[src/rtl/lic_pkg.sv]
package lic_pkg;
  localparam int DATA_W    = 64;
  localparam int ADDR_W    = 4;
  localparam int ID_W      = 32;
  localparam int LEG_W     = 8;
  localparam int FIELD_W   = 8;
  localparam int NUM_LOCAL = 5;

  localparam int BSP_BIT   = 8;
  localparam int EXT_BIT   = 10;
  localparam int EN_BIT    = 11;
  localparam int ADDR_LSB  = 12;

  localparam logic [63:0] BASE_DEFAULT = 64'h0000_0000_FEE0_0000;
  localparam logic [7:0]  VERSION_VAL  = 8'h14;

  typedef enum logic [3:0] {
    SEL_BASE  = 4'd0,
    SEL_ID    = 4'd1,
    SEL_VER   = 4'd2,
    SEL_TPR   = 4'd3,
    SEL_SPUR  = 4'd4,
    SEL_LDEST = 4'd5,
    SEL_DFMT  = 4'd6,
    SEL_ESR   = 4'd7,
    SEL_WAIT  = 4'd8
  } reg_sel_e;

  // local register i sits at address SEL_TPR + i
  function automatic int local_width(int i);
    case (i)
      3:       return 4;
      default: return 8;
    endcase
  endfunction

  function automatic logic [7:0] local_reset(int i);
    case (i)
      1:       return 8'hFF;
      3:       return 8'h0F;
      default: return 8'h00;
    endcase
  endfunction
endpackage

[src/rtl/lic_base_reg.sv]
module lic_base_reg
  import lic_pkg::*;
#(
  parameter int W = DATA_W
) (
  input  logic         clk,
  input  logic         rst_n,
  input  logic         full_rst,
  input  logic         wr,
  input  logic [W-1:0] wdata,
  input  logic         des_en,
  input  logic         des_val,
  output logic [W-1:0] base_q,
  output logic         ext_rise
);
  localparam logic [W-1:0] ONE     = W'(1);
  localparam logic [W-1:0] BSP_M   = ONE << BSP_BIT;
  localparam logic [W-1:0] WMASK   = ~((ONE << ADDR_LSB) - ONE) | (ONE << EN_BIT) | (ONE << EXT_BIT);
  localparam logic [W-1:0] RST_VAL = W'(BASE_DEFAULT) | (ONE << EN_BIT);

  logic [W-1:0] nxt;

  assign ext_rise = wr & ~full_rst & wdata[EXT_BIT] & ~base_q[EXT_BIT];

  always_comb begin
    nxt = base_q;
    if (full_rst)
      nxt = RST_VAL | (base_q & BSP_M);
    else if (wr)
      nxt = (wdata & WMASK) | (base_q & BSP_M);
    if (des_en)
      nxt[BSP_BIT] = des_val;
  end

  always_ff @(posedge clk or negedge rst_n) begin
    if (!rst_n) base_q <= RST_VAL;
    else        base_q <= nxt;
  end
endmodule

[src/rtl/lic_id_regs.sv]
module lic_id_regs
  import lic_pkg::*;
#(
  parameter int IW = ID_W,
  parameter int LW = LEG_W
) (
  input  logic          clk,
  input  logic          rst_n,
  input  logic          full_rst,
  input  logic [IW-1:0] strap,
  input  logic          ext_mode,
  input  logic          ext_rise,
  input  logic          id_wr,
  input  logic [LW-1:0] wr_leg,
  output logic [IW-1:0] init_q,
  output logic [LW-1:0] leg_q,
  output logic [IW-1:0] id_view
);
  always_ff @(posedge clk or negedge rst_n) begin
    if (!rst_n) begin
      init_q <= '1;
      leg_q  <= '1;
    end else if (full_rst) begin
      init_q <= strap;
      leg_q  <= strap[LW-1:0];
    end else if (ext_rise) begin
      leg_q  <= init_q[LW-1:0];
    end else if (id_wr && !ext_mode) begin
      leg_q  <= wr_leg;
    end
  end

  assign id_view = ext_mode ? init_q : IW'(leg_q);
endmodule

[src/rtl/lic_local_regs.sv]
module lic_local_regs
  import lic_pkg::*;
#(
  parameter int N  = NUM_LOCAL,
  parameter int FW = FIELD_W
) (
  input  logic                 clk,
  input  logic                 rst_n,
  input  logic                 clr,
  input  logic [N-1:0]         wr_vec,
  input  logic [FW-1:0]        wdata,
  input  logic                 bsp_now,
  output logic [N-1:0][FW-1:0] fields_q,
  output logic                 wait_q
);
  for (genvar g = 0; g < N; g++) begin : g_field
    localparam int            WID  = local_width(g);
    localparam logic [FW-1:0] MASK = FW'((64'd1 << WID) - 64'd1);
    localparam logic [FW-1:0] RST  = FW'(local_reset(g));

    always_ff @(posedge clk or negedge rst_n) begin
      if (!rst_n)         fields_q[g] <= RST;
      else if (clr)       fields_q[g] <= RST;
      else if (wr_vec[g]) fields_q[g] <= wdata & MASK;
    end
  end

  // power-on leaves the bootstrap flag clear, so the processor waits
  always_ff @(posedge clk or negedge rst_n) begin
    if (!rst_n)   wait_q <= 1'b1;
    else if (clr) wait_q <= ~bsp_now;
  end
endmodule

[src/rtl/lic_ident_regs.sv]
module lic_ident_regs
  import lic_pkg::*;
(
  input  logic              clk,
  input  logic              rst_n,
  input  logic              full_rst_i,
  input  logic              init_rst_i,
  input  logic              bsp_des_en_i,
  input  logic              bsp_des_val_i,
  input  logic [ID_W-1:0]   strap_id_i,
  input  logic              wr_en_i,
  input  logic [ADDR_W-1:0] wr_addr_i,
  input  logic [DATA_W-1:0] wr_data_i,
  input  logic [ADDR_W-1:0] rd_addr_i,
  output logic [DATA_W-1:0] rd_data_o
);
  logic [DATA_W-1:0]                  base_q;
  logic                               ext_rise;
  logic [ID_W-1:0]                    init_id_q;
  logic [LEG_W-1:0]                   legacy_id_q;
  logic [ID_W-1:0]                    id_view;
  logic [NUM_LOCAL-1:0][FIELD_W-1:0]  fields_q;
  logic                               wait_q;
  logic [NUM_LOCAL-1:0]               wr_vec;
  logic                               wr_base;
  logic                               wr_id;

  assign wr_base = wr_en_i && (wr_addr_i == SEL_BASE);
  assign wr_id   = wr_en_i && (wr_addr_i == SEL_ID);

  always_comb begin
    for (int i = 0; i < NUM_LOCAL; i++)
      wr_vec[i] = wr_en_i && (wr_addr_i == ADDR_W'(int'(SEL_TPR) + i));
  end

  lic_base_reg #(.W(DATA_W)) u_base (
    .clk      (clk),
    .rst_n    (rst_n),
    .full_rst (full_rst_i),
    .wr       (wr_base),
    .wdata    (wr_data_i),
    .des_en   (bsp_des_en_i),
    .des_val  (bsp_des_val_i),
    .base_q   (base_q),
    .ext_rise (ext_rise)
  );

  lic_id_regs #(.IW(ID_W), .LW(LEG_W)) u_id (
    .clk      (clk),
    .rst_n    (rst_n),
    .full_rst (full_rst_i),
    .strap    (strap_id_i),
    .ext_mode (base_q[EXT_BIT]),
    .ext_rise (ext_rise),
    .id_wr    (wr_id),
    .wr_leg   (wr_data_i[LEG_W-1:0]),
    .init_q   (init_id_q),
    .leg_q    (legacy_id_q),
    .id_view  (id_view)
  );

  lic_local_regs #(.N(NUM_LOCAL), .FW(FIELD_W)) u_local (
    .clk      (clk),
    .rst_n    (rst_n),
    .clr      (full_rst_i | init_rst_i),
    .wr_vec   (wr_vec),
    .wdata    (wr_data_i[FIELD_W-1:0]),
    .bsp_now  (base_q[BSP_BIT]),
    .fields_q (fields_q),
    .wait_q   (wait_q)
  );

  always_comb begin
    rd_data_o = '0;
    case (rd_addr_i)
      SEL_BASE: rd_data_o = base_q;
      SEL_ID:   rd_data_o = DATA_W'(id_view);
      SEL_VER:  rd_data_o = DATA_W'(VERSION_VAL);
      SEL_WAIT: rd_data_o = DATA_W'(wait_q);
      default: begin
        for (int i = 0; i < NUM_LOCAL; i++)
          if (rd_addr_i == ADDR_W'(int'(SEL_TPR) + i))
            rd_data_o = DATA_W'(fields_q[i]);
      end
    endcase
  end
endmodule

[config.mk]
export PLATFORM = sky130hd
export DESIGN_NAME = lic_ident_regs
export DESIGN_NICKNAME = d
export VERILOG_FILES = /design/src/rtl/lic_pkg.sv /design/src/rtl/lic_base_reg.sv /design/src/rtl/lic_id_regs.sv /design/src/rtl/lic_local_regs.sv /design/src/rtl/lic_ident_regs.sv
export SDC_FILE = /design/constraint.sdc
export NUM_CORES = 1
export LEC_CHECK = 0
export ABC_CLOCK_PERIOD_IN_PS = 4500
export BUFFER_PORTS_ARGS = -buffer_cell sky130_fd_sc_hd__buf_2
export CAP_MARGIN = 10
export CORE_UTILIZATION = 34
export CTS_CLUSTER_DIAMETER = 60
export CTS_CLUSTER_SIZE = 12
export DETAILED_ROUTE_END_ITERATION = 7
export GPL_ROUTABILITY_DRIVEN = 0
export PLACE_DENSITY_LB_ADDON = 0.15
export SYNTH_ARGS = -nofsm -noshare
export SYNTH_HDL_FRONTEND = slang
export SYNTH_HIERARCHICAL = 1
export SYNTH_SLANG_ARGS = --single-unit
[constraint.sdc]
create_clock -name clk -period 4.5 [get_ports clk]
set_clock_uncertainty 0.2 [all_clocks]
set_input_delay 0.45 -clock clk [delete_from_list [all_inputs] [get_ports clk]]
set_output_delay 0.45 -clock clk [all_outputs]
set_load 0.1 [all_outputs]
* Yosys cells after proc, flatten, opt, wreduce, memory -nomap -nowiden
Cells that the tools add are included.
** Operators by class
- Equal/unequal tests :: 15
- Multiplexer cells :: 23
- Bitwise operators :: 8
- Reductions and logical operators :: 20
** Operators with widths (count)
- $mux 64 :: 6
- $pmux 64 s4 :: 1
- $mux 8 :: 14
- $or 64x9->64 :: 1
- $eq 4x3->1 const B :: 8
- $mux 32 :: 1
- $reduce_bool 2->1 :: 7
- $eq 4x2->1 const B :: 3
- $eq 4x1->1 const B :: 2
- $logic_and 1x1->1 :: 8
- $logic_not 4->1 :: 2
- $eq 4x4->1 const B :: 1
- $and 1x1->1 :: 3
- $not 1->1 :: 3
- $reduce_bool 3->1 :: 1
- $ne 2x1->1 const B :: 1
- $reduce_and 2->1 :: 1
- $logic_not 1->1 :: 1
- $mux 1 :: 1
- $or 1x1->1 :: 1
** Word-level totals
- Register bits :: 145
- Output and inout port bits :: 64
- Word-level logic and storage cells :: 76

* Longest topological paths before layout
- Word-level depth :: 7
- Depth in mapped cells :: 9
- Gate-level depth less buffers :: 6

* Cells and area by module
The synthesis kept the hierarchy.
** Modules (own cells, without submodules)
- lic_base_reg :: instances 1, cells each 188, area each 2379.8 um^2, sequential area each 1390.1 um^2
- lic_id_regs :: instances 1, cells each 156, area each 1984.4 um^2, sequential area each 1051.0 um^2
- lic_local_regs :: instances 1, cells each 124, area each 1554.0 um^2, sequential area each 942.2 um^2
- lic_ident_regs :: instances 1, cells each 186, area each 1278.7 um^2, sequential area each 0.0 um^2

* Least setup slack after synthesis
Ideal clock, no wire load.
- Kind :: input port to output port
- Start point :: input rd_addr_i[1]
- End point :: output rd_data_o[5]
- Arrival :: 2.911 ns
- Required time :: 3.850 ns
- Setup slack :: 0.939 ns
- Cell stages on the path :: 6
- Cell sequence :: buf_4 nand2b_1 buf_4 a2bb2oi_1 a211o_1 a32oi_1
** On the way
- Longest elaborated chain between the ends :: 7
- Elaborated cells between the ends (all ways) :: 15
- Classes of those cells :: eq/ne: 8; mux: 6; reduce/logical: 1
** RTL lines
- from (decl) :: RTL line lic_ident_regs.sv:14 : input logic [ADDR_W-1:0] rd_addr_i,
- $eq 4x2->1 :: RTL line lic_ident_regs.sv:82 : if (rd_addr_i == ADDR_W'(int'(SEL_TPR) + i))
- $mux 8 :: RTL line lic_ident_regs.sv:82
- $mux 64 (4 in series) :: RTL line lic_ident_regs.sv:82
- $pmux 64 s4 (*) :: RTL line lic_ident_regs.sv:75 : case (rd_addr_i)
- to (decl) :: RTL line lic_ident_regs.sv:15 : output logic [DATA_W-1:0] rd_data_o
Every way passes the cells marked *; elsewhere a longest branch is shown, timed or not.

* Worst setup path after layout
- Start point :: input rd_addr_i[2]
- End point :: output rd_data_o[1]
The elaborated chain is that of the path after synthesis.

==> metrics.yaml <==
drt:
  via_per_inst: 4.87
  drt-initial-drc-count: 236
  vias: 5261
  postRouteAntennaNets: 0
  drt_wl_total_um: 18200
  routedWlPerCell_um: 16.8
  drt_pass1_iterations: 4
  drc: 0
worst_hold_path:
  hp-class: "in2reg"
  holdPathStages: 2
  holdPathEnd: "u_base/base_q[21]$_DFFE_PN1P_"
  hp-start: "wr_data_i[21]"
clock_tree:
  cts.clk_slew.worst_paths_ns: 0.06
  cts_root_buf: "clkbuf_16"
  cts_made_buffers: 17
  htreeDepth: 4
  post_cts_buffers: 0
  clk_latency_ns: 0.41
  cts.path.max_buffers: 2
  clock_sinks: 132
  cts.repair.resized: 0
  cts_tree: "done"
sta:
  max_slew_margin: 0.249
  rsz0062_at_grt: "no"
  setup_slack_ns: 1.31
  max_freq_mhz: 313
  min_period_over_period: 0.709
  finalWorstPathRequiredPeriod_ns: 3.19
  slew_violations: 0
  setup_viol: 0
  worst_pin_slew_ns: 1.12
  tns_ns: 0
  final-hold-violation-count: 0
global_routing:
  grt_pass1_vias: 5267
  grt_pass1_wl_um: 28600
  grt_max_degree: 66
  grt_usage: 0.172
  antenna_found_initial: 1
  overflow: 0
critical_path:
  timing.rr.end: "u_id/leg_q[0]$_DFFE_PN1P_"
  path_buf_inv: 2
  reg2reg_slack_ns: 1.88
  end_kind: "output port"
  timing.rr.start: "u_base/base_q[10]$_DFFE_PN0P_"
  crit_type: "in2out"
  cp-start-kind: "primary input"
  reg2reg_depth: 4
  crit_path_cell_trace: "buf_2 > nand2b_1 > nor2b_1 > o211ai_1 > a32oi_1 > buf_2"
  cp_data_arrival_time_ns: 2.54
  critPathMaxFanout: 25
  crit_top_cell: "buf_2"
  critPathRequiredTime_ns: 3.85
  cp_slowest_stage_delay_ns: 0.52
  crit_family: "simple AND/OR/NAND/NOR gates"
  crit_slowest_cell: "nor2b_1"
die:
  coreArea_um2: 20500
  design.portCount: 175
  die_h_um: 147
  die_w_um: 147
  start_util: 0.351
  die-area_um2: 21800
  rows: 52
yosys:
  ys_ff_latch: 132
  synthFlopType: "dfrtp_1"
  synth.distinct_cells: 44
  ys_warn_count: 6
  synth_area_um2: 7200
  ys_seq_area_frac: 0.470
  synth.avg_cell_area_um2: 11.0
  syn_inst: 654
  synth-async-reset-ratio: 1.00
  synth_edf_count: 0
pwr:
  switching_share: 0.257
  p_leak_uw: 0.00385
  pwr-share-seq: 0.415
  p_clk_frac: 0.461
  comb_power_share: 0.124
  ir_drop_v: 0.000228
  p_sw_uw: 799
  p_int_uw: 2310
  power_density_nw_per_um2: 359
cells_and_area:
  nNetsFinal: 908
  final_common_cell: "buf_2"
  layout_common_cells: "buf_2, mux2i_1, nor2_1"
  drive_above_1_share: 0.410
  syn2layout_area_growth_pct: 20.5
  diodes: 0
  stdcell_count: 1080
place:
  place_ws_ns: 1.33
  dp_cells: 1047
  port_buffers: 172
  detailed_place_hpwl_um: 12500
run_status:
  status: "completed"
run:
  cap_violations: 0
[registers in the layout, indices dropped and copies added, names as in the netlist]
| name | flops |
|---|---|
| u_base/base_q | 55 |
| u_local/fields_q | 36 |
| u_id/init_q | 32 |
| u_id/leg_q | 8 |
| u_local/wait_q | 1 |
[Yosys cell counts (2+ instances only)]
master / instances / area [um^2]
buf_2: 21 / 105
nor3_1: 3 / 15.0
nand2b_1: 5 / 31.3
o211ai_1: 8 / 60.1
conb_1: 2 / 7.51
a2bb2oi_1: 8 / 70.1
mux2_2: 41 / 462
nor2b_1: 30 / 188
buf_4: 25 / 188
nor2_1: 81 / 304
a211o_2: 6 / 60.1
inv_1: 10 / 37.5
buf_12: 4 / 80.1
and2_1: 56 / 350
a211o_1: 25 / 219
clkbuf_1: 11 / 41.3
buf_6: 3 / 33.8
dfstp_2: 64 / 1680
a22o_1: 24 / 210
o22ai_1: 8 / 50.1
nand2_1: 10 / 37.5
mux2i_1: 85 / 851
o21ai_0: 16 / 80.1
a21o_1: 8 / 60.1
o21a_1: 6 / 45.0
a32oi_1: 8 / 70.1
buf_1: 2 / 7.51
dfrtp_1: 68 / 1700
[kinds of logic (layout without fill, tap and decap cells)]
kind of cell,count (synthesis),after routing,synth area share
mux,126,126,0.182
other cells,2,13,0.00104
buf+inv,79,224,0.0718
compound gates,118,118,0.131
flops,132,132,0.470
simple gates,197,197,0.143
[what timing repair did]
action,4_1_cts,5_1_grt
endpoints found under the setup margin,0,0
hold buffers,1,0
endpoints found under the hold margin,14,0
[worst register-to-register path: cells and delay by family, from the launching register on]
| kind | cells | cell delay, ns |
|---|---|---|
| simple gates | 1 | 0.40 |
| flops | 1 | 0.66 |
| mux | 1 | 0.29 |
| compound gates | 1 | 0.62 |
| buf+inv | 1 | 0.38 |
[how the worst max path moves through the flow]
stage | start | cells after the start | endpoint | slack, ns
after floorplan | rd_addr_i[1] | 6 | rd_data_o[5] | 0.94
after global placement | rd_addr_i[2] | 6 | rd_data_o[0] | 1.34
after detailed placement | rd_addr_i[2] | 6 | rd_data_o[1] | 1.33
after CTS | rd_addr_i[2] | 6 | rd_data_o[1] | 1.33
after global routing | rd_addr_i[2] | 6 | rd_data_o[1] | 1.19
final | rd_addr_i[2] | 6 | rd_data_o[1] | 1.31
[layout make-up]
type / instances / area [um^2]
Timing Repair Buffer: 181 / 936
Clock buffer: 22 / 505
Fill cell: 1996 / 11800
Inverter: 11 / 41.3
Tap cell: 270 / 338
Clock inverter: 10 / 120
Sequential cell: 132 / 3380
Multi-Input combinational cell: 454 / 3350
[power by group through the flow]
stage,registers [uW],logic (uW),clock network (uW)
detailed placement,1310,388,0
finish,1290,385,1430
global placement,1310,381,0
floorplan,1300,273,0
global route,1300,416,1530
CTS,1290,390,1480
[layer usage]
metal	share of wire	vias to the layer above	global-route usage
li1	-	2539	-
met1	0.46	2557	0.226
met2	0.48	145	0.279
met3	0.050	18	0.0423
met4	0.015	2	0.0500
met5	0.00061	-	0
[metrics by stage]
step | power, uW | utilization | hold slack, ns | instance area [um^2]
2_1_floorplan | 1580 | - | -0.0456 | 7240
3_3_place_gp | 1690 | 0.392 | 0.264 | 8040
3_5_place_dp | 1700 | 0.392 | 0.272 | 8040
4_1_cts | 3160 | 0.423 | 0.0307 | 8670
5_1_grt | 3240 | 0.423 | 0.0275 | 8670
6_report | 3110 | 0.423 | 0.0532 | 8670
No activity file was read; power rests on OpenSTA's default activity.
